==> config.mk <==
export PLATFORM = sky130hd
export DESIGN_NAME = ocm_addr_router
export DESIGN_NICKNAME = d
export VERILOG_FILES = /design/src/rtl/ocm_addr_router.sv
export SDC_FILE = /design/constraint.sdc
export NUM_CORES = 1
export LEC_CHECK = 0
export ABC_AREA = 1
export BUFFER_PORTS_ARGS = -buffer_cell sky130_fd_sc_hd__buf_2
export CAP_MARGIN = 10
export CELL_PAD_IN_SITES_DETAIL_PLACEMENT = 1
export CELL_PAD_IN_SITES_GLOBAL_PLACEMENT = 1
export CORE_MARGIN = 2
export CORE_UTILIZATION = 33
export CTS_BUF_LIST = sky130_fd_sc_hd__clkbuf_16
export DETAILED_ROUTE_END_ITERATION = 10
export MAX_ROUTING_LAYER = met4
export PLACE_DENSITY_LB_ADDON = 0.1
export SETUP_SLACK_MARGIN = 0.3
export SLEW_MARGIN = 10
export SYNTH_ARGS = -nofsm -noshare
export SYNTH_HDL_FRONTEND = slang
export SYNTH_SLANG_ARGS = --single-unit
==> constraint.sdc <==
create_clock -name clk -period 3.6 [get_ports clk]
set_clock_uncertainty 0.15 [all_clocks]
set_input_delay 0.72 -clock clk [delete_from_list [all_inputs] [get_ports clk]]
set_output_delay 0.72 -clock clk [all_outputs]
set_load 0.02 [all_outputs]
==> src/rtl/ocm_addr_router.sv <==
module ocm_addr_router #(
  parameter int ADDR_W = 32,
  parameter int SEC_W  = 16,
  parameter int NSEC   = 4,
  parameter int FLT_LSB = 20
) (
  input  logic                  clk,
  input  logic                  rst_n,
  input  logic                  req_valid,
  input  logic [ADDR_W-1:0]     req_addr,
  input  logic                  req_cpu,
  input  logic [NSEC-1:0]       sec_hi,
  input  logic [ADDR_W-FLT_LSB-1:0] flt_start,
  input  logic [ADDR_W-FLT_LSB-1:0] flt_end,
  input  logic                  flt_we,
  input  logic                  flt_en_d,
  output logic                  rsp_valid,
  output logic [1:0]            rsp_tgt,
  output logic [SEC_W+$clog2(NSEC)-1:0] rsp_off,
  output logic                  rsp_miss
);
  localparam int SEL_W = $clog2(NSEC);
  localparam int OFF_W = SEC_W + SEL_W;
  localparam int TOP_W = ADDR_W - OFF_W;
  localparam int FLT_W = ADDR_W - FLT_LSB;
  localparam int WIN_W = FLT_LSB - OFF_W;
  localparam logic [1:0] TGT_RAM = 2'b00;
  localparam logic [1:0] TGT_DRAM = 2'b01;
  localparam logic [1:0] TGT_DEF = 2'b10;

  logic flt_en;
  logic [SEL_W-1:0] sel;
  logic [TOP_W-1:0] top;
  logic [FLT_W-1:0] mb;
  logic flt_hit, lo_hit, hi_hit, al_hit, ram_hit;
  logic [1:0] tgt_n;

  assign sel = req_addr[OFF_W-1:SEC_W];
  assign top = req_addr[ADDR_W-1:OFF_W];
  assign mb  = req_addr[ADDR_W-1:FLT_LSB];

  assign flt_hit = req_cpu && flt_en && (mb >= flt_start) && (mb <= flt_end);
  assign lo_hit  = (top == '0) && !sec_hi[sel];
  assign hi_hit  = (top == '1) && sec_hi[sel];
  assign al_hit  = req_cpu && (mb == '0) && (req_addr[FLT_LSB-1:OFF_W] == {WIN_W{1'b1}}) && sec_hi[sel];
  assign ram_hit = !flt_hit && (lo_hit || hi_hit || al_hit);
  assign tgt_n   = flt_hit ? TGT_DRAM : (ram_hit ? TGT_RAM : TGT_DEF);

  always_ff @(posedge clk) begin
    if (!rst_n) flt_en <= 1'b1;
    else if (flt_we) flt_en <= flt_en_d;
  end

  always_ff @(posedge clk) begin
    if (!rst_n) begin
      rsp_valid <= 1'b0;
      rsp_tgt   <= TGT_DEF;
      rsp_off   <= '0;
      rsp_miss  <= 1'b0;
    end else begin
      rsp_valid <= req_valid;
      if (req_valid) begin
        rsp_tgt  <= tgt_n;
        rsp_off  <= ram_hit ? {sel, req_addr[SEC_W-1:0]} : '0;
        rsp_miss <= (tgt_n == TGT_DEF);
      end
    end
  end
endmodule


== Yosys cells after proc, flatten, opt, wreduce, memory -nomap -nowiden ==
Cells that the tools add are included.

* Register bits: 23
* Bits of input ports: 66
* Output and inout bits: 22
* Word-level logic and storage cells: 31

* Order comparisons: 3
* Eq/ne operators: 3
* Muxes and demuxes: 5
* Reduce and logical (&&, ||, !) cells: 15

{| class="wikitable"
|+ Operator list
! operator !! number
|-
| 2-to-1 mux 18 bit || 1
|-
| equality test 14 bit, second input constant || 1
|-
| logical NOT 14 bit || 1
|-
| greater-or-equal comparator 12 bit || 1
|-
| less-or-equal comparator 12 bit || 1
|-
| logical NOT 12 bit || 1
|-
| logical AND 1 bit || 9
|-
| equality test 2 bit, second input constant || 2
|-
| 2-to-1 mux 2 bit || 2
|-
| less-than comparator 2 x 3 -> 1 bit, second input constant || 1
|-
| binary-select mux 1 bit (select 2 bit) || 1
|-
| logical NOT 1 bit || 2
|-
| logical OR 1 bit || 2
|-
| 2-to-1 mux 1 bit || 1
|}

== Longest topological paths before layout ==
Gate-level depths: netlist of the first run.

* Word-level depth: 10
* Depth in mapped cells: 14
* Mapped depth without buffers: 13

== Worst setup path after synthesis of the first run ==
OpenSTA, ideal clock, no wires.

* Path type: input to register
* Start: input flt_start[11]
* End: register rsp_off[0]
* Setup time: 0.132 ns
* Data arrival time: 1.802 ns
* Setup slack: 1.516 ns
* Cell stages on the path: 12
* Cells stage by stage: inv_1 -> ha_1 -> nand2_1 -> nor2_1 -> nand2_1 -> nor2_1 -> nand2_1 -> nand2_1 -> nand3_2 -> buf_6 -> nand3_1 -> a21oi_1

* Cells in the longest elaborated chain, start to end: 6

{| class="wikitable"
|+ Ends and longest elaborated chain
! item !! line !! text
|-
| from (decl) || 13 || <nowiki>input logic [ADDR_W-FLT_LSB-1:0] flt_start,</nowiki>
|-
| greater-or-equal comparator 12 bit || 42 || <nowiki>assign flt_hit = req_cpu && flt_en && (mb >= flt_start) && (mb <= flt_end);</nowiki>
|-
| logical AND 1 bit (2 in a row) || 42 ||
|-
| logical NOT 1 bit || 46 || <nowiki>assign ram_hit = !flt_hit && (lo_hit || hi_hit || al_hit);</nowiki>
|-
| logical AND 1 bit || 46 ||
|-
| 2-to-1 mux 18 bit || 64 || <nowiki>rsp_off <= ram_hit ? {sel, req_addr[SEC_W-1:0]} : '0;</nowiki>
|-
| to (signal assigned) || 64 ||
|-
| to (decl) || 19 || <nowiki>output logic [SEC_W+$clog2(NSEC)-1:0] rsp_off,</nowiki>
|}

No other way between the ends.
A chain may end at the register's enable or synchronous reset.

== Final worst setup path of the first run ==
* Start: input req_addr[31]
* End: register rsp_off[15]

* Cells in the longest elaborated chain, start to end: 7
* Elaborated cells between the ends (all ways): 17
* Classes of those cells: 2 x order compare; 1 x eq/ne; 1 x mux; 13 x reduce/logical

{| class="wikitable"
|+ Ends and longest elaborated chain
! item !! line !! text
|-
| from (decl) || 10 || <nowiki>input logic [ADDR_W-1:0] req_addr,</nowiki>
|-
| parallel branches: the longest is 5 deep, another holds greater-or-equal comparator 12 bit || n/a ||
|-
| logical AND 1 bit * || 46 ||
|-
| 2-to-1 mux 18 bit * || 64 ||
|}

Every way passes the cells marked *.

==> results of run 1 <==
[area by class of cell]
cell class	instances	area share (%)
clock buffers	3	3.20
multi-input cells	198	46.2
inverters	53	8.49
flip-flops and latches	23	19.6
clock inverters	1	0.160
well taps	70	3.74
repair buffers	87	18.6
[report_power, final]
part	switching (mW)	internal (mW)	total (mW)	leakage, nW
clock	0.0902	0.148	0.238	0.0423
combinational	0.0855	0.0647	0.150	1.16
sequential	0.00179	0.258	0.260	0.186
total	0.177	0.471	0.649	1.39
[cells by family after synthesis]
| group | after synthesis |
|---|---|
| buffers and inverters | 63 |
| adders and majority gates | 24 |
| DFF | 23 |
| AOI/OAI and AO/OA | 41 |
| and+or+nand+nor | 133 |
[final timing paths]
check	slack, ns	endpoint	cells past startpoint
setup / recovery	1.22	rsp_off[15]$_SDFFE_PN0P_	11
setup reg to reg	2.23	rsp_off[15]$_SDFFE_PN0P_	5
hold / removal	0.31	rsp_off[1]$_SDFFE_PN0P_	2
hold reg to reg	0.31	rsp_off[1]$_SDFFE_PN0P_	2
[routing by layer]
metal	GRT usage (%)	vias up	routed length, µm
li1	-	1052	-
met1	21.5	881	2320
met2	32.0	51	2380
met3	2.56	5	263
met4	3.68	0	47
met5	-	-	0
[synth_stat cells]
cell type,count
inv_2,1
o21ai_0,2
buf_2,3
ha_1,24
nand3b_1,1
nand3_2,2
or2_0,1
a21o_1,1
nand3_1,25
clkbuf_1,4
nand4_1,2
nor2_1,20
buf_6,3
a21boi_1,8
nand2_1,82
a21oi_1,30
inv_1,52
dfxtp_1,23
[sequential cells by signal, indices dropped and copies added, names as in the netlist]
signal     flops
flt_en         1
rsp_tgt        2
rsp_miss       1
rsp_valid      1
rsp_off       18
[metrics by stage]
step	setup WS, ns	utilization [%]
6_report	1.22	45.0
5_1_grt	1.03	45.0
4_1_cts	1.20	45.0
3_5_place_dp	0.942	43.5
3_3_place_gp	0.934	43.5
2_1_floorplan	1.52	-
[worst register-to-register path, cell delays in order (launching register included)]
cell and delay [ns]:
dfxtp_1 0.33, nand2_1 0.05, inv_1 0.06, nand3_2 0.36, nand3_1 0.19, a21oi_1 0.09
==> reports/summary.md, run 1 <==
The run gives 2,012 as the via count of the first global-routing pass. Summed over all failing endpoints, the final setup total negative slack is 0 ns. Data on the critical path arrives at its endpoint at 2.33 ns. The summed instance area of the synthesized netlist is 1810 µm², and the share of cell area taken by muxes after synthesis is 0%.

STA classifies the critical path startpoint as a primary input. The logs give 5010 µm for the detailed-route wire length and 435 for the number of cells in the finished layout apart from fillers. Wire length of the first global-routing pass: 8690 µm. Static timing analysis puts the maximum clock frequency at 420 MHz. The die span in x was 78.0 µm. Counting the fill cells in the layout gives 743.

After clock tree synthesis, the clock-pin slew on the worst setup and hold paths is 0.06 ns. The cell sitting at the root of the clock tree is a clkbuf_16. Across the VDD grid, the largest voltage drop is 167 µV. The dominant cell type by count on the critical path was nand2_1. The total power divided by cell area is 277 nW/µm². The critical path start-end classification is primary input to flip-flop. Registers take 460 µm². Measured along the y axis, the die boundary spans 78.0 µm. Buffers added to address setup during post-CTS repair amount to 0. The mean instance size in the synthesized netlist is 6.36 µm².

The worst min-delay path category is flip-flop to flip-flop. The tools report the insertion delay of the later-clocked pin in the worst-skew pair as 0.25 ns. The antenna diode instance count came out at 0.

The dominant combinational cell family by area after synthesis is simple AND/OR/NAND/NOR gates. Compound-cell area share of the yosys netlist: 12.6%. Traced cell by cell, the critical path runs through buf_2 -> ha_1 -> nand2_1 -> nor2_1 -> nand2_1 -> nor2_1 -> nand2_1 -> nand2_1 -> nand3_2 -> nand3_1 -> a21oi_1. Input and output buffers added on the ports amount to 87.

Counting every instance in the synthesized netlist gives 284. 88 I/O pins were placed. The wire length per cell was 11.5 µm. The number of buffers added to fix hold violations after cts came out at 0.

The worst hold path begins at rsp_off[1]$_SDFFE_PN0P_. The run gives 1.39 nW as the static leakage. From synthesis to final layout, the design area changed by 29.8%.

After detailed placement, the total cell area comes to 2260 µm². The library cells used most frequently in the layout, excluding fill and tap cells, are buf_2, nand2_1, inv_1. Total global-route track usage: 17.9%. Setup violations remaining at the end of the flow were counted as 0.

After global routing the overflow that remains totals 0. The endpoint required time on the critical path was 3.56 ns; the antenna violation net count after detailed routing was 0. Cells with a size suffix above 1 make up 25.5% of the layout. The Yosys step of the flow raised 0 warnings. The overall die area is 6080 µm².

The maximum count of clock buffers along a single path was 2; the number of nets in the final layout was 456. Tracing the worst setup path back leads to its startpoint at req_addr[31]. In this run the worst path has a maximum fanout of 20.

Area fraction of the dominant cell type after synthesis: 25.5%. Summed over all nets, the half-perimeter wirelength after detailed placement is 4020 µm. For the starting density of the core, the log shows 34.7%. Cell count after placement: 431.

Setup repair after global routing left no endpoint under its margin. On the worst path, the slowest cell contributes a delay of 0.36 ns. The tools report the final number of hold-violating endpoints as 0. The library cell with the largest summed area after synthesis is dfxtp_1. The run gives 0 as the remaining design rule violation count.

Remaining max-slew budget at the tightest pin: 54.6%. The count of buffer and inverter cells on the critical path is 1. The synthesized netlist contains 18 unique library cells. The logs give 23 for the clock sink total and 53 for the violation count after the first detailed-routing iteration. The run gives 4 as the iteration count of the initial detailed-routing pass. Ranked by total cell area, the synthesized netlist is headed by dfxtp_1, nand2_1, ha_1.

The global placement routability congestion was 0.784; the post-synthesis sequential element count was 23. Count of final max-slew check failures: 0. The library cell used most frequently in the layout, excluding fill and tap cells, is buf_2. The clock period minus final worst setup slack was 2.38 ns. The final route contains 1,989 vias. The fraction of the cycle the final worst path needs came out at 66.1%. In the routed layout, each cell is associated on average with a via count of 4.57.

The logs give 1 for the number of H-tree levels and 5200 µm² for the total core area. Total nets after synthesis: 374. Master of the slowest instance on the critical path: nand3_2.

The synthesized netlist devotes 0% of its cell area to XOR and XNOR gates. Hold is met by 0.311 ns. Sequential-to-total area share from yosys stat: 25.5%.

In this run the critical register-to-register path is launched from flt_en$_SDFFE_PN1P_. The endpoint type of the worst setup path is a flip-flop. The family with the most delay on the worst path was simple AND/OR/NAND/NOR gates.

The initial antenna violation count is 0. Power comes to 649 µW. Summing the areas of all fa, ha and maj instances in the mapped netlist gives 16.6% of the synthesized area.

For the pin with the worst max-slew slack, the measured transition is 0.680 ns. The run finished with clean final reports. The post-cts gate resize count was 0; the post-synthesis share of cell area spent on and, or, nand and nor gates was 30.7%.

Maximum number of pins on one net before global-route repair: 24. TritonCTS built the clock tree. Row generation in the floorplan step produced 26 rows. Across the run, the number of max-cap violations was 0.

The multi-input logic area came out at 1080 µm². With fillers left out, the area of the finished cells amounts to 2340 µm². Clock tree synthesis inserted a total of 3 buffers.
Note: power is estimated with default switching activity, not from simulation.
==> run 2, diff against run 1 <==
--- a/config.mk
+++ b/config.mk
@@ -11,7 +11,7 @@
 export CELL_PAD_IN_SITES_DETAIL_PLACEMENT = 1
 export CELL_PAD_IN_SITES_GLOBAL_PLACEMENT = 1
 export CORE_MARGIN = 2
-export CORE_UTILIZATION = 33
+export CORE_UTILIZATION = 30
 export CTS_BUF_LIST = sky130_fd_sc_hd__clkbuf_16
 export DETAILED_ROUTE_END_ITERATION = 10
 export MAX_ROUTING_LAYER = met4
==> constraint.sdc (replaced) <==
create_clock -name clk -period 2.4 [get_ports clk]
set_clock_uncertainty 0.15 [all_clocks]
set_input_delay 0.48 -clock clk [delete_from_list [all_inputs] [get_ports clk]]
set_output_delay 0.48 -clock clk [all_outputs]
set_load 0.02 [all_outputs]
==> reports/summary.md, run 2 (synthesis results as in run 1) <==
The run gives 5850 µm² (+12%) as the total core area. The die span in x was 81.6 µm (+4.6%). The fraction of the cycle the final worst path needs was 78.2%; the utilization of the core after routing was 41.2% (-3.9 points). The min-delay analysis places its worst path in the category primary input to flip-flop.

For the total global-route track usage, the log shows 15.4% (-2.5 points). Setup repair after global routing left no endpoint under its margin. The number of clock buffers inserted by TritonCTS is 3 (unchanged). The run gives 1 (unchanged) as the number of H-tree levels.

The sum of net half-perimeters after detailed placement is 3960 µm (-1.5%), and the wire length per cell is 10.8 µm (-6.2%). For the antenna diode instance count, the log shows 0 (unchanged). For the detailed-route wire length, the log shows 4800 µm (-4.3%). Endpoint required time on the critical path: 2.36 ns (-1.20 ns).

Endpoint type of the worst setup path: a flip-flop. The total negative slack for setup checks came out at 0 ns (unchanged). Highest fanout seen on the critical path: 20 (unchanged).

The actual slew at the worst max-slew pin was 0.665 ns (-0.0147 ns); the antenna violation net count after detailed routing was 0 (unchanged). In the layout the commonest cells are buf_2, nand2_1, inv_1. The post-route cell area is 2410 µm² (+2.8%), and the I/O pin total is 88 (unchanged). For the remaining design rule violation count, the log shows 0 (unchanged).

Buffer type at the clock tree root: clkbuf_16. The flow ran to the end, and the final reports show no timing, DRC or antenna violations. For the initial antenna violation count, the log shows 0 (unchanged). Subtracting the final worst setup slack from the clock period gives 1.88 ns. The clock slew seen by the registers of the worst setup and hold paths came out at 0.06 ns (about the same).

Overall overflow remaining after global route: 0 (unchanged). The remaining max-slew budget at the tightest pin came out at 55.6% (+0.98 points). The number of fill cells in the layout is 821 (+10%). The wire length of the first global-routing pass is 8020 µm (-7.7%). The area growth from synthesis to layout is 33.4%. The register area came out at 460 µm² (unchanged). The tools report the count of final max-slew check failures as 0 (unchanged). For the global placement routability congestion, the log shows 0.770 (-1.8%). The critical path start-end classification was primary input to flip-flop. The starting density of the core is 30.9% (-3.8 points), and the total vias in the final route is 2,019 (+1.5%). The number of buffers added to fix hold violations after cts was 0 (unchanged); the detailed-routed wire length on met3 was 225 µm (-14%).

The via count of the first global-routing pass is 1,886 (-6.3%), and the flip-flop count of the largest register after layout is 18 (unchanged). Post-CTS repair timing setup buffer count: 0 (unchanged). The row count was 28 (+7.7%); the maximum number of pins on one net before global-route repair was 23 (-4.2%). Number of nets in the final layout: 460 (+0.88%).

The maximum count of clock buffers along a single path came out at 2 (unchanged). The tools report the number of max-cap violations as 0 (unchanged). The total power divided by cell area came out at 409 nW/µm² (+48%).

The largest register by flop count is rsp_off. The most common cell after layout, fill and taps aside is buf_2. The static leakage is 1.41 nW (+1.6%). STA classifies the critical path startpoint as a primary input. For the clock sink total, the log shows 23 (unchanged). The fraction of final layout cells sized beyond drive strength 1 was 27.1% (+1.6 points). The tools report the post-cts gate resize count as 0 (unchanged). The insertion delay of the later-clocked pin in the worst-skew pair is 0.25 ns (about the same), and the iteration count of the initial detailed-routing pass is 4 (unchanged). The number of port buffers was 87 (unchanged); the die extent in y was 81.6 µm (+4.6%). The maximum ir drop on the vdd rail is 309 µV (+85%). In the final layout, the registers with the most flip-flops are rsp_off (18), rsp_tgt (2). For the detailed-routed wire length on met2, the log shows 2400 µm (+0.93%). The hold slack came out at 0.283 ns (-0.0275 ns). Routed signal wires occupy layers up through met4. Post-placement cell area: 2300 µm² (+1.6%). The run gives 1.84 ns (-0.49 ns) as the critical path arrival.

The multi-input logic area was 1100 µm² (+1.4%); the detailed-routing wirelength on met1 was 2120 µm (-8.8%). The top achievable clock speed is 533 MHz, and the detailed-route vias per instance is 4.55 (-0.55%). TritonCTS built the clock tree.

The final number of hold-violating endpoints was 0 (unchanged); the violation count after the first detailed-routing iteration was 36 (-32%). The run gives 0 (unchanged) as the setup-violating endpoint count in the final report. The overall die area was 6650 µm² (+9.5%).
run 2: cell types whose count changed in the layout (fill, tap and decap cells not counted), sizes merged:
cell,delta
clkinv,+1
buf,+4
inv,-1
run 2: power breakdown:
part           internal, mW  leakage (nW)  switching, mW
clock network         0.224        0.0409          0.138
logic                 0.104          1.18          0.129
registers             0.387         0.186        0.00276
run 2: final timing paths:
path                      startpoint                       to  slack (ns)  cells after the start
max                     req_addr[30]  rsp_off[3]$_SDFFE_PN0P_        0.52                     12
min                           flt_we      flt_en$_SDFFE_PN1P_        0.28                      2
max reg2reg      flt_en$_SDFFE_PN1P_  rsp_off[3]$_SDFFE_PN0P_        1.25                      6
min reg2reg  rsp_off[4]$_SDFFE_PN0P_  rsp_off[4]$_SDFFE_PN0P_        0.31                      2
run 2: cell type report:
class,count,area share (%)
Multi-Input combinational cell,198,45.6
Clock buffer,3,3.12
Tap cell,75,3.90
Inverter,53,8.26
Sequential cell,23,19.1
Timing Repair Buffer,91,19.8
Clock inverter,1,0.208
run 2: per-stage QoR:
stage | setup slack (ns) | power [mW] | std cells
2_1_floorplan | 0.556 | 0.532 | 284
3_3_place_gp | 0.125 | 0.626 | 440
3_5_place_dp | 0.0911 | 0.629 | 440
4_1_cts | 0.370 | 0.997 | 444
5_1_grt | 0.307 | 1.06 | 444
6_report | 0.523 | 0.985 | 444
run 2: worst max-delay path: stages:
cell and delay, ns:
buf_2 0.12, ha_1 0.29, nand2_1 0.06, nor2_2 0.13, nand2_1 0.10, nor2_1 0.09, nand2_1 0.06, nand2_1 0.10
nand3_2 0.10, buf_12 0.16, nand3_1 0.07, a21oi_1 0.07
run 2: layer usage:
layer	track usage [%]	vias up
met5	-	-
met2	27.3	47
met3	0.659	4
met1	18.5	906
met4	6.00	0
li1	-	1062
==> run 3, diff against run 2 <==
--- a/config.mk
+++ b/config.mk
@@ -11,7 +11,7 @@
 export CELL_PAD_IN_SITES_DETAIL_PLACEMENT = 1
 export CELL_PAD_IN_SITES_GLOBAL_PLACEMENT = 1
 export CORE_MARGIN = 2
-export CORE_UTILIZATION = 30
+export CORE_UTILIZATION = 27
 export CTS_BUF_LIST = sky130_fd_sc_hd__clkbuf_16
 export DETAILED_ROUTE_END_ITERATION = 10
 export MAX_ROUTING_LAYER = met4
==> constraint.sdc (replaced) <==
create_clock -name clk -period 1.66 [get_ports clk]
set_clock_uncertainty 0.15 [all_clocks]
set_input_delay 0.332 -clock clk [delete_from_list [all_inputs] [get_ports clk]]
set_output_delay 0.332 -clock clk [all_outputs]
set_load 0.02 [all_outputs]
==> reports/summary.md, run 3 (synthesis results as in run 1) <==
The total vias in the final route was 2,131 (+5.5%). The tools report the count of final max-slew check failures as 0 (unchanged). The tools report the violation count after the first detailed-routing iteration as 53 (+47%).

The top cell types in the final layout, fill and taps aside, are nand2_1, buf_2, inv_1. TritonCTS built the clock tree. The clock slew seen by the registers of the worst setup and hold paths is 0.06 ns (about the same), and the number of fill cells in the layout is 799 (-2.7%).

The utilization of the core after routing is 51.6% (+10 points). The total global-route track usage came out at 16.8% (+1.4 points). The logs give -1.38 ns (-1.38 ns) for the total negative slack for setup checks and 3320 µm² (+38%) for the post-route cell area. Number of port buffers: 87 (unchanged). The layout overhead on the synthesized area was 83.7%. The maximum ir drop on the vdd rail came out at 299 µV (-3.2%). The post-placement worst setup slack was -0.382 ns (-0.473 ns). The die span in x came out at 85.8 µm (+5.1%).

The number of max-cap violations was 0 (unchanged). The detailed-route vias per instance is 4.55 (+0.13%), and the initial antenna violation count is 0 (unchanged). The tools report the reg-to-reg critical path startpoint as flt_en$_SDFFE_PN1P_.

For the antenna diode instance count, the log shows 0 (unchanged). Static timing analysis puts the maximum clock frequency at 574 MHz. The run gives 22 (-4.3%) as the maximum number of pins on one net before global-route repair.

The antenna violation net count after detailed routing is 0 (unchanged). The cell sitting at the root of the clock tree is a clkbuf_16. The flip-flop count of the largest register after layout was 18 (unchanged); the fraction of final layout cells sized beyond drive strength 1 was 49.9% (+23 points). The run finished, with violations left. The starting density of the core came out at 28.1% (-2.7 points). The largest registers in the layout are rsp_off (18), rsp_tgt (2). Setup repair after global routing could not meet its margin everywhere. The tools report the final number of hold-violating endpoints as 0 (unchanged). The run gives 79.1% (+24 points) as the remaining max-slew budget at the tightest pin. The tools report the overall die area as 7360 µm² (+11%). Overall overflow remaining after global route: 0 (unchanged). The critical path starts at flt_end[7].

The post-placement cell area came out at 2720 µm² (+18%). The wire length of the first global-routing pass is 9610 µm (+20%). The fraction of the cycle the final worst path needs works out to 105%.

The run gives 20 (+20) as the setup-violating endpoint count in the final report. For the critical path arrival, the log shows 1.73 ns (-0.11 ns). The tools report the hold slack as 0.116 ns (-0.167 ns). The sum of net half-perimeters after detailed placement was 4320 µm (+9.3%).

The total core area was 6420 µm² (+9.8%). The tools report the detailed-route wire length as 6020 µm (+25%). The die extent in y is 85.8 µm (+5.1%), and the wire length per cell is 12.9 µm (+19%).

The tools report the post-layout worst setup margin as -0.0832 ns (-0.606 ns). The worst setup path is launched from a primary input. The hold path startpoint is flt_we. The tools report the maximum count of clock buffers along a single path as 2 (unchanged). The run gives 0.714 (-7.3%) as the global placement routability congestion. The actual slew at the worst max-slew pin was 0.313 ns (-0.352 ns); the highest fanout seen on the critical path was 5 (-75%). The critical path start-end classification was primary input to flip-flop. The iteration count of the initial detailed-routing pass came out at 8 (+4). The endpoint type of the worst setup path is a flip-flop.

The checks that failed: design-rule violations, negative setup slack. The insertion delay of the later-clocked pin in the worst-skew pair came out at 0.26 ns (about the same). The worst min-delay path category was primary input to flip-flop.

The via count of the first global-routing pass was 2,161 (+15%); the static leakage was 1.62 nW (+15%). The number of H-tree levels is 1 (unchanged), and the endpoint required time on the critical path is 1.65 ns (-0.71 ns). The clock sink total was 23 (unchanged).

The number of nets in the final layout is 482 (+4.8%), and the remaining design rule violation count is 7 (+7). The tools report the number of clock buffers inserted by TritonCTS as 3 (unchanged). The I/O pin total came out at 88 (unchanged). Total power divided by cell area: 504 nW/µm² (+23%). The largest register by flop count was rsp_off.

The smallest clock period supported by the final layout is computed as 1.74 ns. The row count came out at 29 (+3.6%). Leaving out fill and tap cells, the most frequent cell in the layout is nand2_1.
## run 3: cell count changes in the layout (fill, tap and decap cells not counted), sizes merged
cell | previous run | this run
clkinv | 1 | 0
buf | 91 | 113
inv | 53 | 54
## run 3: area by class of cell
type,instances,area (µm²),share of cell area (%)
clock inverters,1,3.75,0.113
repair buffers,113,891,26.9
flip-flops and latches,23,460,13.9
inverters,53,246,7.43
multi-input cells,198,1540,46.5
well taps,77,96.3,2.90
clock buffers,3,75.1,2.26
## run 3: through the flow
stage | total power, mW | cells
after global routing | 1.78 | 468
final | 1.67 | 468
after CTS | 1.63 | 466
after floorplan | 0.810 | 284
after detailed placement | 1.00 | 457
after global placement | 0.997 | 457
## run 3: final timing paths
kind                              to  slack [ns]  depth (start not counted)
max reg2reg  rsp_off[7]$_SDFFE_PN0P_        0.37                          7
min reg2reg  rsp_off[2]$_SDFFE_PN0P_        0.31                          2
min              flt_en$_SDFFE_PN1P_        0.12                          2
max          rsp_off[7]$_SDFFE_PN0P_       -0.08                         12
## run 3: critical path, cell delays in order
cell	delay (ns)
buf_6	0.07
inv_2	0.04
ha_4	0.27
nand4_1	0.14
nor2_4	0.15
nand4_1	0.11
nand2_2	0.10
nand3_4	0.12
buf_12	0.16
buf_12	0.13
nand3_2	0.06
a21oi_2	0.05
## run 3: what timing repair did
action,in CTS,in global routing
cloned,3,0
buffers inserted,2,2
endpoints found under the setup margin,21,21
pin swaps,22,16
hold buffers,0,0
gates resized for setup,37,56
## run 3: report_power, final
group          internal (mW)  leakage, nW  switching [mW]
Clock                  0.322       0.0423           0.203
Combinational          0.304         1.39           0.278
Sequential             0.560        0.186         0.00402
Total                   1.19         1.62           0.485
## run 3: layer usage
metal | wire [µm] | global-route usage, % | up-vias | share of wire [%]
met5 | 0 | - | - | 0
met4 | 48 | 3.90 | 0 | 0.80
met3 | 283 | 2.89 | 5 | 4.7
met2 | 2930 | 27.8 | 52 | 49
met1 | 2750 | 21.4 | 960 | 46
li1 | - | - | 1114 | -
